## src/rtl/perfmon_pkg.sv

```systemverilog
package perfmon_pkg;

   // Register group numbers; the software-visible map depends on these.
   localparam int unsigned GRP_CTL = 12;
   localparam int unsigned GRP_CNT = 13;
   localparam int unsigned GRP_USR = 14;

   typedef enum logic [3:0] {
      SEL_CTRL,
      SEL_CEN_SET,
      SEL_CEN_CLR,
      SEL_OVS,
      SEL_SWINC,
      SEL_CSEL,
      SEL_CYC,
      SEL_EVTYPE,
      SEL_EVCNT,
      SEL_UEN,
      SEL_IEN_SET,
      SEL_IEN_CLR,
      SEL_NONE
   } sel_e;

   typedef enum logic [1:0] {
      CLS_GATED,
      CLS_USER_RO,
      CLS_PRIV_ONLY,
      CLS_BAD
   } cls_e;

endpackage

```

## src/rtl/perfmon_decode.sv

```systemverilog
module perfmon_decode
   import perfmon_pkg::*;
#(
   parameter int unsigned CRM_W = 4,
   parameter int unsigned OP2_W = 3
) (
   input  logic [CRM_W-1:0] crm,
   input  logic [OP2_W-1:0] op2,
   output sel_e             sel,
   output cls_e             cls
);

   localparam logic [CRM_W-1:0] G_CTL = CRM_W'(GRP_CTL);
   localparam logic [CRM_W-1:0] G_CNT = CRM_W'(GRP_CNT);
   localparam logic [CRM_W-1:0] G_USR = CRM_W'(GRP_USR);

   always_comb begin
      sel = SEL_NONE;
      if (crm == G_CTL) begin
         case (op2)
            OP2_W'(0): sel = SEL_CTRL;
            OP2_W'(1): sel = SEL_CEN_SET;
            OP2_W'(2): sel = SEL_CEN_CLR;
            OP2_W'(3): sel = SEL_OVS;
            OP2_W'(4): sel = SEL_SWINC;
            OP2_W'(5): sel = SEL_CSEL;
            default:   sel = SEL_NONE;
         endcase
      end else if (crm == G_CNT) begin
         case (op2)
            OP2_W'(0): sel = SEL_CYC;
            OP2_W'(1): sel = SEL_EVTYPE;
            OP2_W'(2): sel = SEL_EVCNT;
            default:   sel = SEL_NONE;
         endcase
      end else if (crm == G_USR) begin
         case (op2)
            OP2_W'(0): sel = SEL_UEN;
            OP2_W'(1): sel = SEL_IEN_SET;
            OP2_W'(2): sel = SEL_IEN_CLR;
            default:   sel = SEL_NONE;
         endcase
      end
   end

   always_comb begin
      case (sel)
         SEL_NONE:                 cls = CLS_BAD;
         SEL_UEN:                  cls = CLS_USER_RO;
         SEL_IEN_SET, SEL_IEN_CLR: cls = CLS_PRIV_ONLY;
         default:                  cls = CLS_GATED;
      endcase
   end

endmodule

```

## src/rtl/perfmon_access.sv

```systemverilog
module perfmon_access
   import perfmon_pkg::*;
(
   input  logic valid,
   input  logic write,
   input  logic priv,
   input  logic user_en,
   input  sel_e sel,
   input  cls_e cls,
   output logic allow,
   output logic undef
);

   logic bad_slot;
   logic user_block;

   // Software increment has no readable value.
   assign bad_slot = (cls == CLS_BAD) || ((sel == SEL_SWINC) && !write);

   always_comb begin
      user_block = 1'b0;
      if (!priv) begin
         case (cls)
            CLS_GATED:     user_block = !user_en;
            CLS_USER_RO:   user_block = write;
            CLS_PRIV_ONLY: user_block = 1'b1;
            default:       user_block = 1'b1;
         endcase
      end
   end

   assign undef = valid && (bad_slot || user_block);
   assign allow = valid && !bad_slot && !user_block;

endmodule

```

## src/rtl/perfmon_setclr.sv

```systemverilog
module perfmon_setclr #(
   parameter int unsigned        W    = 32,
   parameter logic [W-1:0]       MASK = '0
) (
   input  logic         clk,
   input  logic         rst_n,
   input  logic         set_i,
   input  logic         clr_i,
   input  logic [W-1:0] wdata,
   output logic [W-1:0] q
);

   logic unused_wdata;
   assign unused_wdata = ^(wdata & ~MASK);

   for (genvar i = 0; i < W; i++) begin : g_bit
      if (MASK[i]) begin : g_live
         always_ff @(posedge clk) begin
            if (!rst_n)                  q[i] <= 1'b0;
            else if (set_i && wdata[i])  q[i] <= 1'b1;
            else if (clr_i && wdata[i])  q[i] <= 1'b0;
         end
      end else begin : g_tied
         assign q[i] = 1'b0;
      end
   end

   // R3 (and R4): the word moves only on a set or clear alias write.
   p_setclr_hold_r3: assert property (@(posedge clk) disable iff (!rst_n)
      (!set_i && !clr_i) |=> $stable(q));

endmodule

```

## src/rtl/perfmon_bank.sv

```systemverilog
module perfmon_bank
   import perfmon_pkg::*;
#(
   parameter int unsigned   DATA_W     = 32,
   parameter int unsigned   CRM_W      = 4,
   parameter int unsigned   OP2_W      = 3,
   parameter int unsigned   IMPL_W     = 8,
   parameter int unsigned   EVT_W      = 8,
   parameter logic [31:0]   CTRL_WMASK = 32'h0000_0039,
   parameter int unsigned   CYC_BIT    = 31
) (
   input  logic              clk,
   input  logic              rst_n,
   input  logic [DATA_W-1:0] id_value,
   input  logic              acc_valid,
   input  logic              acc_write,
   input  logic [CRM_W-1:0]  acc_crm,
   input  logic [OP2_W-1:0]  acc_op2,
   input  logic [DATA_W-1:0] acc_wdata,
   input  logic              acc_priv,
   output logic [DATA_W-1:0] rd_data,
   output logic              acc_undef
);

   if (IMPL_W == 0 || IMPL_W >= DATA_W) begin : g_bad_impl
      $error("perfmon_bank: IMPL_W must be between 1 and DATA_W-1");
   end
   if (EVT_W == 0 || EVT_W > DATA_W) begin : g_bad_evt
      $error("perfmon_bank: EVT_W must be between 1 and DATA_W");
   end
   if (CYC_BIT >= DATA_W) begin : g_bad_cyc
      $error("perfmon_bank: CYC_BIT outside the data word");
   end
   if (CRM_W < 4 || OP2_W < 3) begin : g_bad_sel
      $error("perfmon_bank: selector too narrow for the register map");
   end

   localparam logic [DATA_W-1:0] IMPL_MASK = {{IMPL_W{1'b1}}, {(DATA_W-IMPL_W){1'b0}}};
   localparam logic [DATA_W-1:0] WMASK     = DATA_W'(CTRL_WMASK) & ~IMPL_MASK;
   localparam logic [DATA_W-1:0] CYC_MASK  = DATA_W'(1) << CYC_BIT;

   sel_e              sel;
   cls_e              cls;
   logic              allow;
   logic              undef_c;
   logic              wr_ok;
   logic [DATA_W-1:0] ctrl_q;
   logic [DATA_W-1:0] ovs_q;
   logic [EVT_W-1:0]  evt_q;
   logic              uen_q;
   logic [DATA_W-1:0] cen_q;
   logic [DATA_W-1:0] ien_q;
   logic [DATA_W-1:0] rmux;

   perfmon_decode #(.CRM_W(CRM_W), .OP2_W(OP2_W)) u_decode (
      .crm (acc_crm),
      .op2 (acc_op2),
      .sel (sel),
      .cls (cls)
   );

   perfmon_access u_access (
      .valid   (acc_valid),
      .write   (acc_write),
      .priv    (acc_priv),
      .user_en (uen_q),
      .sel     (sel),
      .cls     (cls),
      .allow   (allow),
      .undef   (undef_c)
   );

   assign wr_ok = allow && acc_write;

   // Control word: implementor byte from id_value, masked writable bits.
   always_ff @(posedge clk) begin
      if (!rst_n)
         ctrl_q <= id_value & IMPL_MASK;
      else if (wr_ok && sel == SEL_CTRL)
         ctrl_q <= (ctrl_q & ~WMASK) | (acc_wdata & WMASK);
   end

   // Overflow status: write-one-to-clear, no set source without counters.
   for (genvar i = 0; i < DATA_W; i++) begin : g_ovs
      if (CYC_MASK[i]) begin : g_live
         always_ff @(posedge clk) begin
            if (!rst_n)
               ovs_q[i] <= 1'b0;
            else if (wr_ok && sel == SEL_OVS && acc_wdata[i])
               ovs_q[i] <= 1'b0;
         end
      end else begin : g_tied
         assign ovs_q[i] = 1'b0;
      end
   end

   always_ff @(posedge clk) begin
      if (!rst_n) begin
         evt_q <= '0;
         uen_q <= 1'b0;
      end else if (wr_ok) begin
         if (sel == SEL_EVTYPE) evt_q <= acc_wdata[EVT_W-1:0];
         if (sel == SEL_UEN)    uen_q <= acc_wdata[0];
      end
   end

   perfmon_setclr #(.W(DATA_W), .MASK(CYC_MASK)) u_cen (
      .clk   (clk),
      .rst_n (rst_n),
      .set_i (wr_ok && sel == SEL_CEN_SET),
      .clr_i (wr_ok && sel == SEL_CEN_CLR),
      .wdata (acc_wdata),
      .q     (cen_q)
   );

   perfmon_setclr #(.W(DATA_W), .MASK(CYC_MASK)) u_ien (
      .clk   (clk),
      .rst_n (rst_n),
      .set_i (wr_ok && sel == SEL_IEN_SET),
      .clr_i (wr_ok && sel == SEL_IEN_CLR),
      .wdata (acc_wdata),
      .q     (ien_q)
   );

   always_comb begin
      case (sel)
         SEL_CTRL:                 rmux = ctrl_q;
         SEL_CEN_SET, SEL_CEN_CLR: rmux = cen_q;
         SEL_OVS:                  rmux = ovs_q;
         SEL_EVTYPE:               rmux = DATA_W'(evt_q);
         SEL_UEN:                  rmux = DATA_W'(uen_q);
         SEL_IEN_SET, SEL_IEN_CLR: rmux = ien_q;
         default:                  rmux = '0;
      endcase
   end

   always_ff @(posedge clk) begin
      if (!rst_n) begin
         rd_data   <= '0;
         acc_undef <= 1'b0;
      end else begin
         acc_undef <= undef_c;
         rd_data   <= (allow && !acc_write) ? rmux : '0;
      end
   end

   // bits outside the writable mask never change once out of reset.
   p_ctrl_fixed_r2: assert property (@(posedge clk) disable iff (!rst_n)
      $past(rst_n) |-> $stable(ctrl_q & ~WMASK));

   // user access to either interrupt-enable alias always traps.
   p_user_ien_undef_r4: assert property (@(posedge clk) disable iff (!rst_n)
      (acc_valid && !acc_priv && acc_crm == CRM_W'(GRP_USR)
       && (acc_op2 == OP2_W'(1) || acc_op2 == OP2_W'(2))) |=> acc_undef);

   // a user write to the enable bit traps and leaves it unchanged.
   p_uen_user_write_r7: assert property (@(posedge clk) disable iff (!rst_n)
      (acc_valid && acc_write && !acc_priv && sel == SEL_UEN)
      |=> (acc_undef && $stable(uen_q)));

   // gated registers trap at user level while access is off.
   p_gated_user_r8: assert property (@(posedge clk) disable iff (!rst_n)
      (acc_valid && !acc_priv && cls == CLS_GATED && !uen_q) |=> acc_undef);

   // unmapped selectors trap.
   p_unmapped_r10: assert property (@(posedge clk) disable iff (!rst_n)
      (acc_valid && sel == SEL_NONE) |=> (acc_undef && rd_data == '0));

   // writes and idle cycles return zero data.
   p_write_zero_r11: assert property (@(posedge clk) disable iff (!rst_n)
      (acc_valid && acc_write) |=> rd_data == '0);
   p_idle_quiet_r11: assert property (@(posedge clk) disable iff (!rst_n)
      !acc_valid |=> (rd_data == '0 && !acc_undef));

endmodule

```

## config.mk

```make
export PLATFORM = sky130hd
export DESIGN_NAME = perfmon_bank
export DESIGN_NICKNAME = d
export VERILOG_FILES = /design/src/rtl/perfmon_pkg.sv /design/src/rtl/perfmon_decode.sv /design/src/rtl/perfmon_access.sv /design/src/rtl/perfmon_setclr.sv /design/src/rtl/perfmon_bank.sv
export SDC_FILE = /design/constraint.sdc
export NUM_CORES = 1
export LEC_CHECK = 0
export BUFFER_PORTS_ARGS = -buffer_cell sky130_fd_sc_hd__buf_2
export CORE_ASPECT_RATIO = 1.1
export CORE_MARGIN = 2
export CORE_UTILIZATION = 47
export DETAILED_ROUTE_END_ITERATION = 10
export GPL_TIMING_DRIVEN = 0
export PLACE_DENSITY = 0.87
export SETUP_SLACK_MARGIN = 0.1
export SLEW_MARGIN = 0
export SYNTH_ARGS = -nofsm -noshare
export SYNTH_HDL_FRONTEND = slang
export SYNTH_HIERARCHICAL = 1
export SYNTH_SLANG_ARGS = --single-unit
export TNS_END_PERCENT = 1
```

## constraint.sdc

```tcl
create_clock -name clk -period 2.35 [get_ports clk]
set_input_delay 0.235 -clock clk [delete_from_list [all_inputs] [get_ports clk]]
set_output_delay 0.235 -clock clk [all_outputs]
set_load 0.005 [all_outputs]
```

==> flow_metrics.tcl, run 1 <==
set metrics [dict create \
    run_status "complete, no violations" \
    num_antenna_cells 0 \
    rr_startpoint "uen_q" \
    comb_power_share 0.155 \
    power.internal_uw 1370 \
    cell_chain_critical_path "buf_8 > buf_6 > buf_4 > nor2b_1 > a221oi_2 > nor3_2 > or4_4 > and4_4 > nand2_8 > or4b_4 > buf_6 > mux2i_1 > nor2_1" \
    vias 3016 \
    critical_path.top_delay_family "simple AND/OR/NAND/NOR gates" \
    synthArstFlopShare 0 \
    reg2reg_slack_ps 340 \
    min_delay_path_depth 3 \
    holdPathEnd "evt_q[1]" \
    synth_seq_cells 56 \
    critical_path.max_fanout 8 \
    clock_sink_count 56 \
    dp_cells 618 \
    worst_path_largest_cell_delay_ps 510 \
    pwr-share-seq 0.548 \
    postLayoutCoreUtil 0.614 \
    firstDrtPassIters 7 \
    timing_hold_violations_final 0 \
    cts_hold_buf 0 \
    grt_setup_unrepaired "yes" \
    setup.worst_path.start_class "input port" \
    irDropWorstVdd_v 0.000182 \
    final_net_count 624 \
    global_route.usage.met2 0.342 \
    detail_route.vias_per_cell 4.76 \
    fill_cells 610 \
    start_util 0.488 \
    die_width_um 85.8 \
    die_h_um 94.0 \
    worst_hold_path_type "in -> reg" \
    drt_iter0_drc 163 \
    worst_path_most_repeated_cell "buf_6" \
    globalRouteTotalUtil 0.184 \
    post_synth_edffs 8 \
    worst_slew_margin_rel 0.461 \
    min-delay-start "acc_wdata[1]" \
    fin_crit_period_ps 2230 \
    worst-endpoint-required_ps 2520 \
    power.density_nw_per_um2 414 \
    worst-path-buf-inv 4 \
    finalMaxSlewViolations 0 \
    tritoncts "built" \
    global_route.usage.met1 0.208 \
    insertion_delay_ps 310 \
    mostFrequentLayoutCell "buf_4" \
    yosysWarningCount 6 \
    synth.yosys.seq_area_share 0.347 \
    period_utilisation_layout 0.948 \
    overflow_left_after_global_routing 0 \
    crit_path_end_kind "register" \
    grt_antenna_before_repair 0 \
    mostFrequentLayoutCells "buf_4, buf_2, conb_1, dfxtp_1, nand2_1" \
    power.net_switching_uw 427 \
    synth_unique_cells 53 \
    post-route-drc-count 0 \
    drv_cap 0 \
    dpl_worst_slack_ps -351 \
    worst_skew_ps 6.56 \
    fin_tns_setup_ps 0 \
    clock_tree.buffer_depth 2 \
    setup.worst_path.class "in -> reg" \
    number_of_buffers_created_by_cts 5 \
    dpl.hpwl_um 5500 \
    r2r.worst_path.cells 8 \
    finish.cell_count_without_fillers 634 \
    worstReg2RegEnd "ctrl_q[3]" \
    clk_pin_slew_worst_paths_ps 90 \
    critPathArrivalTime_ps 2400 \
    synthesis.area_per_instance_um2 8.33 \
    worst-slew-pin-transition_ps 808 \
    gp_congestion 0.821 \
    drive_above_1_share 0.311 \
    clock-root-buffer "clkbuf_8" \
    synth-main-ff-cell "dfxtp_1" \
    gr-max-usage-layer "met2" \
    netlist_instances 415 \
    grt_max_degree 18 \
    ant_nets 0 \
    dieArea_um2 8060 \
    swShare 0.237 \
    timing.hold.ws_ps 164 \
    groute.layer.met3.usage 0.0334 \
    pwr-share-clk 0.297 \
    synth_area_um2 3460 \
    core_um2 7090 \
    wl_per_cell_um 11.8 \
    boundaryPins 109 \
    timing.critical_path.slowest_stage_cell "or4b_4" \
    leakage_power_figure_uw 0.00193 \
    final-setup-viol-count 0 \
    first_pass_grt_wire_length_um 12000 \
    wirelength_um 7490 \
    crit_cells 13 \
    first_global_vias 2782 \
    timing.final.ws_setup_ps 123 \
    buffer_ports.inserted 58 \
    floorplan.rows 32 \
    synthToLayoutAreaGrowth_pct 25.9 \
    max_clock_freq_mhz 449 \
    cts_htree_levels 2 \
]
==> worst max path at each step <==
stage	to	from	slack, ps
after floorplan	evt_q[4]	acc_op2[1]	20
after global placement	evt_q[6]	acc_crm[0]	-280
after detailed placement	evt_q[6]	acc_crm[0]	-350
after CTS	ctrl_q[3]	acc_crm[0]	20
after global routing	ctrl_q[3]	acc_crm[0]	-2
final	ctrl_q[3]	acc_crm[0]	120
==> logic make-up after synthesis <==
| group | Yosys count | synth area share |
|---|---|---|
| simple gates | 153 | 0.230 |
| mux | 16 | 0.0463 |
| buf+inv | 97 | 0.186 |
| fa+ha+maj | 1 | 0.00326 |
| other cells | 2 | 0.00217 |
| flops | 56 | 0.347 |
| compound gates | 90 | 0.185 |
==> area by class of cell <==
| cell class | count | area (µm²) | area share |
|---|---|---|---|
| Multi-Input combinational cell | 322 | 1900 | 0.436 |
| Sequential cell | 56 | 1200 | 0.276 |
| Buffer | 93 | 653 | 0.150 |
| Timing Repair Buffer | 66 | 385 | 0.0885 |
| Tap cell | 85 | 106 | 0.0244 |
| Clock buffer | 8 | 90.1 | 0.0207 |
| Inverter | 4 | 17.5 | 0.00402 |
==> timing repair <==
item / in CTS / in global routing
endpoints found under the setup margin: 23 / 26
pin swaps: 1 / 8
setup buffers: 1 / 7
resized for setup: 0 / 26
==> worst register-to-register path, delay by kind of cell (launching register included) <==
family          cells  cell delay [ps]
simple gates        5              980
compound gates      1              190
mux                 1              170
flops               1              380
buf+inv             1              150
==> state kept, by name, summed over array words and instances, names as in the netlist <==
signal     count
u_ien/q        1
uen_q          1
ctrl_q        12
evt_q          8
rd_data       32
acc_undef      1
u_cen/q        1
==> stage by stage <==
stage	total power [µW]	instance area, µm²
detailed placement	1250	4090
CTS	1780	4200
global route	1880	4350
finish	1800	4350
floorplan	1210	3690
global placement	1250	4090
==> cells in the mapped netlist, drive strengths merged (3+ instances only) <==
cell	n	area share
o2bb2ai	3	0.0076
a21o	9	0.020
nand2b	22	0.040
buf	81	0.17
o21ai	20	0.029
nor4	4	0.012
nor2	42	0.048
edfxtp	8	0.069
mux2i	16	0.046
nor2b	12	0.022
inv	4	0.0051
clkbuf	12	0.013
a22o	7	0.018
dfxtp	48	0.28
nand3b	8	0.017
nand2	42	0.046
nor3	6	0.0087
a21oi	14	0.020
a2bb2oi	16	0.041
a22oi	7	0.015
==> power by group through the flow <==
| stage | Sequential, µW | Combinational [µW] | Clock (µW) |
|---|---|---|---|
| floorplan | 1010 | 197 | 0 |
| global placement | 1010 | 240 | 0 |
| detailed placement | 1010 | 245 | 0 |
| CTS | 987 | 245 | 551 |
| global route | 988 | 306 | 584 |
| finish | 987 | 279 | 535 |
==> per-layer routing <==
layer  up-vias  routed length (µm)
li1       1568                   -
met1      1372                3130
met2        65                4000
met3        11                 238
met4         0                 123
met5         -                   0
Note: power is estimated with default switching activity, not from simulation.
==> run 2, diff against run 1 <==
Settings changed: CORE_ASPECT_RATIO 1.1 to default.
==> run 2 against run 1 <==
  * Sequential share of layout area increased by 0.49 points
  * Final cell count is 1.3% higher
  * Clock power up 4.3%
  * Power grew 0.44%
  * Final area down 1.8%
  * Maximum frequency fell by 0.45%
==> flow_metrics.tcl, run 2 (synthesis results as in run 1) <==
set metrics [dict create \
    run_status "complete, no violations" \
    detail_route.vias_per_cell 4.74 \
    finalMaxSlewViolations 0 \
    leakage_power_figure_uw 0.00190 \
    max_clock_freq_mhz 447 \
    worst_slew_margin_rel 0.393 \
    core_um2 7180 \
    pwr-share-clk 0.308 \
    first_global_vias 2978 \
    layout.cell_area.non_filler_um2 4280 \
    critical_path.max_fanout 10 \
    num_antenna_cells 0 \
    fin_tns_setup_ps 0 \
    synthToLayoutAreaGrowth_pct 23.7 \
    vias 3040 \
    cts_hold_buf 0 \
    cts_htree_levels 2 \
    buffer_ports.inserted 58 \
    floorplan.rows 31 \
    top_regs "rd_data (32), ctrl_q (12), evt_q (8)" \
    die_h_um 89.8 \
    fill_cells 630 \
    gp_congestion 0.779 \
    tritoncts "built" \
    worstReg2RegEnd "ctrl_q[0]" \
    mostFrequentLayoutCell "buf_4" \
    reg2reg_slack_ps 390 \
    critPathArrivalTime_ps 2410 \
    rr_startpoint "uen_q" \
    dpl.hpwl_um 5510 \
    finish.cell_count_without_fillers 642 \
    insertion_delay_ps 310 \
    number_of_buffers_created_by_cts 5 \
    drive_above_1_share 0.298 \
    drt_iter0_drc 125 \
    postLayoutCoreUtil 0.596 \
    clock_sink_count 56 \
    critical_path.top_delay_family "simple AND/OR/NAND/NOR gates" \
    worst-endpoint-required_ps 2520 \
    first_pass_grt_wire_length_um 12800 \
    power.density_nw_per_um2 423 \
    clk_pin_slew_worst_paths_ps 100 \
    final-setup-viol-count 0 \
    crit_cells 13 \
    wl_per_cell_um 11.7 \
    final_net_count 618 \
    timing_hold_violations_final 0 \
    r2r.worst_path.cells 8 \
    worst_path_largest_cell_delay_ps 490 \
    worst_path_most_repeated_cell "nor2_1" \
    ant_nets 0 \
    worst-path-buf-inv 3 \
    worst-slew-pin-transition_ps 911 \
    crit_start "acc_crm[0]" \
    grt_antenna_before_repair 0 \
    dieArea_um2 8060 \
    die_width_um 89.8 \
    timing.critical_path.slowest_stage_cell "or4b_1" \
    crit_end "ctrl_q[0]" \
    largest_register_ffs 32 \
    overflow_left_after_global_routing 0 \
    wirelength_um 7520 \
    firstDrtPassIters 4 \
    cell_chain_critical_path "buf_2 > buf_4 > a21o_1 > a21oi_1 > o311ai_2 > nor2_1 > o21bai_1 > and4_4 > nand2_4 > or4b_1 > buf_6 > mux2i_1 > nor2_1" \
    comb_power_share 0.147 \
    globalRouteTotalUtil 0.188 \
    clock_tree.buffer_depth 2 \
    power.internal_uw 1360 \
    setup.worst_path.class "in -> reg" \
    pwr-share-seq 0.545 \
    drv_cap 0 \
    fin_crit_period_ps 2240 \
    power.net_switching_uw 445 \
    place_area_um2 4110 \
    mostFrequentLayoutCells "buf_4, buf_2, conb_1, dfxtp_1, nand2_1" \
    swShare 0.246 \
    max_flop_register "rd_data" \
    crit_path_end_kind "register" \
    worst_hold_path_type "in -> reg" \
    start_util 0.482 \
    clock-root-buffer "clkbuf_8" \
    dp_cells 632 \
    setup.worst_path.start_class "input port" \
    grt_setup_unrepaired "yes" \
    period_utilisation_layout 0.952 \
    irDropWorstVdd_v 0.000218 \
    grt_max_degree 18 \
    post-route-drc-count 0 \
    worst_skew_ps 3.44 \
    boundaryPins 109 \
]
==> run 2: changes by cell type in the layout (fill, tap and decap cells not counted), moves of 2 or more <==
cell	change
buf_4	-5
nor3_2	-2
buf_12	-2
clkbuf_1	-3
nor3_1	+2
==> run 2: what timing repair did <==
item / CTS / global route
resized for setup: 4 / 8
setup endpoints to repair: 22 / 23
pin swaps: 2 / 1
setup buffers: 1 / 1
==> run 2: per-layer routing <==
layer	track usage	vias to the layer above	routed length, µm
met4	0.0641	0	119
met1	0.210	1393	3100
met3	0.0260	10	314
met5	0	-	0
li1	-	1556	-
met2	0.363	81	3990
==> run 2: stage by stage <==
| stage | setup WS, ps | power (µW) | hold WS [ps] |
|---|---|---|---|
| 2_1_floorplan | 16.3 | 1210 | 377 |
| 3_3_place_gp | -343 | 1250 | 458 |
| 3_5_place_dp | -403 | 1260 | 463 |
| 4_1_cts | 93.2 | 1800 | 161 |
| 5_1_grt | -35.6 | 1880 | 169 |
| 6_report | 113 | 1810 | 165 |
==> run 2: layout make-up <==
cell class / instances / area, µm² / share of cell area
inverters: 4 / 17.5 / 0.00410
multi-input cells: 322 / 1880 / 0.439
flip-flops and latches: 56 / 1200 / 0.281
clock buffers: 6 / 82.6 / 0.0193
well taps: 99 / 124 / 0.0290
clock inverters: 2 / 13.8 / 0.00322
plain buffers: 93 / 642 / 0.150
repair buffers: 60 / 318 / 0.0743
==> run 2: how the worst min path moves through the flow <==
stage	start	to	slack (ps)	depth (start not counted)
global route	acc_wdata[6]	evt_q[6]	170	3
finish	acc_wdata[1]	evt_q[1]	160	3
floorplan	rst_n	u_cen/q[31]	380	1
global placement	u_cen/q[31]	u_cen/q[31]	460	1
detailed placement	u_cen/q[31]	u_cen/q[31]	460	1
CTS	acc_wdata[1]	evt_q[1]	160	3
==> run 2: tightest hold or removal path, delay by kind of cell <==
| family | cells | cell delay (ps) |
|---|---|---|
| mux | 1 | 50 |
| simple gates | 1 | 70 |
| buf+inv | 1 | 80 |
==> run 2: power groups by stage <==
stage | combinational [µW] | sequential [µW] | clock (µW)
finish | 265 | 986 | 558
global route | 293 | 988 | 603
CTS | 250 | 986 | 568
detailed placement | 247 | 1010 | 0
global placement | 243 | 1010 | 0
floorplan | 197 | 1010 | 0
==> run 3, diff against run 2 <==
Settings changed: CORE_UTILIZATION 47 to 55, PLACE_DENSITY 0.87 to 0.95.
Clock period 2.35 ns to 2.9 ns, I/O delays scaled along.
==> run 3 against run 2 <==
  * Via count up 1.3%
  * Wire length down 0.15%
  * Hold slack improved by 49 ps
  * Final cell count is 3.9% lower
  * Sequential power fell by 19%
  * Non-clock buffer count down 1
  * Combinational power shrank 21%
  * Clock power fell by 9.9%
  * Setup slack better by 190 ps
  * Highest routed layer unchanged
==> flow_metrics.tcl, run 3 (synthesis results as in run 1) <==
set metrics [dict create \
    run_status "complete, no violations" \
    clock-root-buffer "clkbuf_8" \
    first_pass_grt_wire_length_um 12600 \
    post-route-drc-count 0 \
    dieArea_um2 6940 \
    firstDrtPassIters 4 \
    largest_register_ffs 32 \
    max_clock_freq_mhz 385 \
    leakage_power_figure_uw 0.00188 \
    setup.worst_path.start_class "input port" \
    drt_iter0_drc 150 \
    cell_chain_critical_path "buf_2 > buf_4 > o21a_1 > nor3_1 > o311ai_1 > o21ai_0 > and4_1 > nand2_1 > or4b_1 > buf_2 > mux2i_1 > nor2_1" \
    drive_above_1_share 0.280 \
    floorplan.rows 28 \
    dpl_worst_slack_ps -46.1 \
    reg2reg_slack_ps 730 \
    period_utilisation_layout 0.895 \
    grt_setup_unrepaired "no" \
    worst_path_most_repeated_cell "buf_2" \
    irDropWorstVdd_v 0.000225 \
    clock_tree.buffer_depth 2 \
    timing_hold_violations_final 0 \
    timing.hold.ws_ps 213 \
    setup.worst_path.class "in -> reg" \
    mostFrequentLayoutCells "buf_2, buf_4, conb_1, dfxtp_1, nand2_1" \
    worst_hold_path_type "in -> reg" \
    critPathArrivalTime_ps 2770 \
    worst-endpoint-required_ps 3080 \
    num_antenna_cells 0 \
    boundaryPins 109 \
    wirelength_um 7510 \
    first_global_vias 2932 \
    worst_skew_ps 11.9 \
    worstReg2RegEnd "ctrl_q[3]" \
    core_um2 5990 \
    gp_congestion 0.848 \
    buffer_ports.inserted 58 \
    grt_antenna_before_repair 0 \
    power.density_nw_per_um2 361 \
    die_h_um 83.3 \
    detail_route.vias_per_cell 4.99 \
    final_net_count 617 \
    finalMaxSlewViolations 0 \
    worst_path_largest_cell_delay_ps 580 \
    timing.final.ws_setup_ps 306 \
    rr_startpoint "uen_q" \
    r2r.worst_path.cells 8 \
    fin_crit_period_ps 2590 \
    crit_path_end_kind "register" \
    critical_path.top_delay_family "simple AND/OR/NAND/NOR gates" \
    min-delay-start "acc_wdata[6]" \
    tritoncts "built" \
    die_width_um 83.3 \
    clock_sink_count 56 \
    holdPathEnd "evt_q[6]" \
    insertion_delay_ps 320 \
    drv_cap 0 \
    min_delay_path_depth 3 \
    globalRouteTotalUtil 0.219 \
    mostFrequentLayoutCell "buf_2" \
    ant_nets 0 \
    post-layout-total-power_uw 1510 \
    wl_per_cell_um 12.2 \
    clk_pin_slew_worst_paths_ps 90 \
    dpl.hpwl_um 5510 \
    timing.critical_path.slowest_stage_cell "or4b_1" \
    cts_htree_levels 2 \
    worst-slew-pin-transition_ps 903 \
    worst-path-buf-inv 3 \
    critical_path.max_fanout 10 \
    overflow_left_after_global_routing 0 \
    grt_max_degree 18 \
    cts_hold_buf 0 \
    top_regs "rd_data (32), ctrl_q (12), evt_q (8)" \
    worst_slew_margin_rel 0.398 \
    start_util 0.577 \
    number_of_buffers_created_by_cts 5 \
    vias 3080 \
    postLayoutCoreUtil 0.700 \
    final-setup-viol-count 0 \
    max_flop_register "rd_data" \
    synthToLayoutAreaGrowth_pct 21.3 \
]
run 3: cell types whose count changed in the layout (fill, tap and decap cells not counted), moves of 2 or more:
cell | before | now
buf_2 | 65 | 68
buf_6 | 4 | 2
clkbuf_2 | 2 | 0
clkinv_1 | 0 | 2
run 3: tightest hold or removal path, cell delays in order:
cell and delay, ps:
buf_2 70, mux2i_1 50, nor2_1 70
run 3: through the flow:
stage | area, µm² | setup TNS [ps] | std cells
2_1_floorplan | 3680 | 0 | 475
3_3_place_gp | 4070 | 0 | 608
3_5_place_dp | 4070 | -101 | 608
4_1_cts | 4170 | 0 | 616
5_1_grt | 4190 | 0 | 617
6_report | 4190 | 0 | 617
run 3: what timing repair did:
action | in CTS | in global routing
setup buffers | 0 | 1
endpoints found under the hold margin | 0 | 0
setup endpoints to repair | 0 | 6
gates resized for setup | 0 | 0
run 3: where the power goes:
part	total [µW]	switching, µW	internal [µW]	leakage [µW]
Sequential	799	2.69	797	0.000464
Combinational	210	99.1	111	0.00136
Clock	503	251	252	0.0000532
Total	1510	353	1160	0.00188
run 3: worst max-delay path by stage:
stage | from | endpoint | slack [ps] | cells after the start
6_report | acc_crm[0] | ctrl_q[3] | 310 | 12
5_1_grt | acc_crm[0] | ctrl_q[4] | 120 | 13
4_1_cts | acc_crm[0] | evt_q[4] | 290 | 11
3_5_place_dp | acc_crm[0] | evt_q[4] | -50 | 11
3_3_place_gp | acc_crm[0] | evt_q[7] | 110 | 12
2_1_floorplan | acc_op2[1] | ctrl_q[0] | 400 | 11
run 3: metal layers:
metal	part of all wire	GRT usage	vias up
met5	0	0	-
met4	0.022	0.0835	0
met3	0.054	0.0487	17
met2	0.53	0.412	94
met1	0.40	0.235	1412
li1	-	-	1557
run 3: final cells by class:
cell class | instances | area (µm²)
Fill cell | 472 | 1800
Clock inverter | 3 | 37.5
Multi-Input combinational cell | 322 | 1840
Timing Repair Buffer | 59 | 310
Clock buffer | 5 | 68.8
Inverter | 4 | 17.5
Buffer | 93 | 624
Sequential cell | 56 | 1200
Tap cell | 75 | 93.8
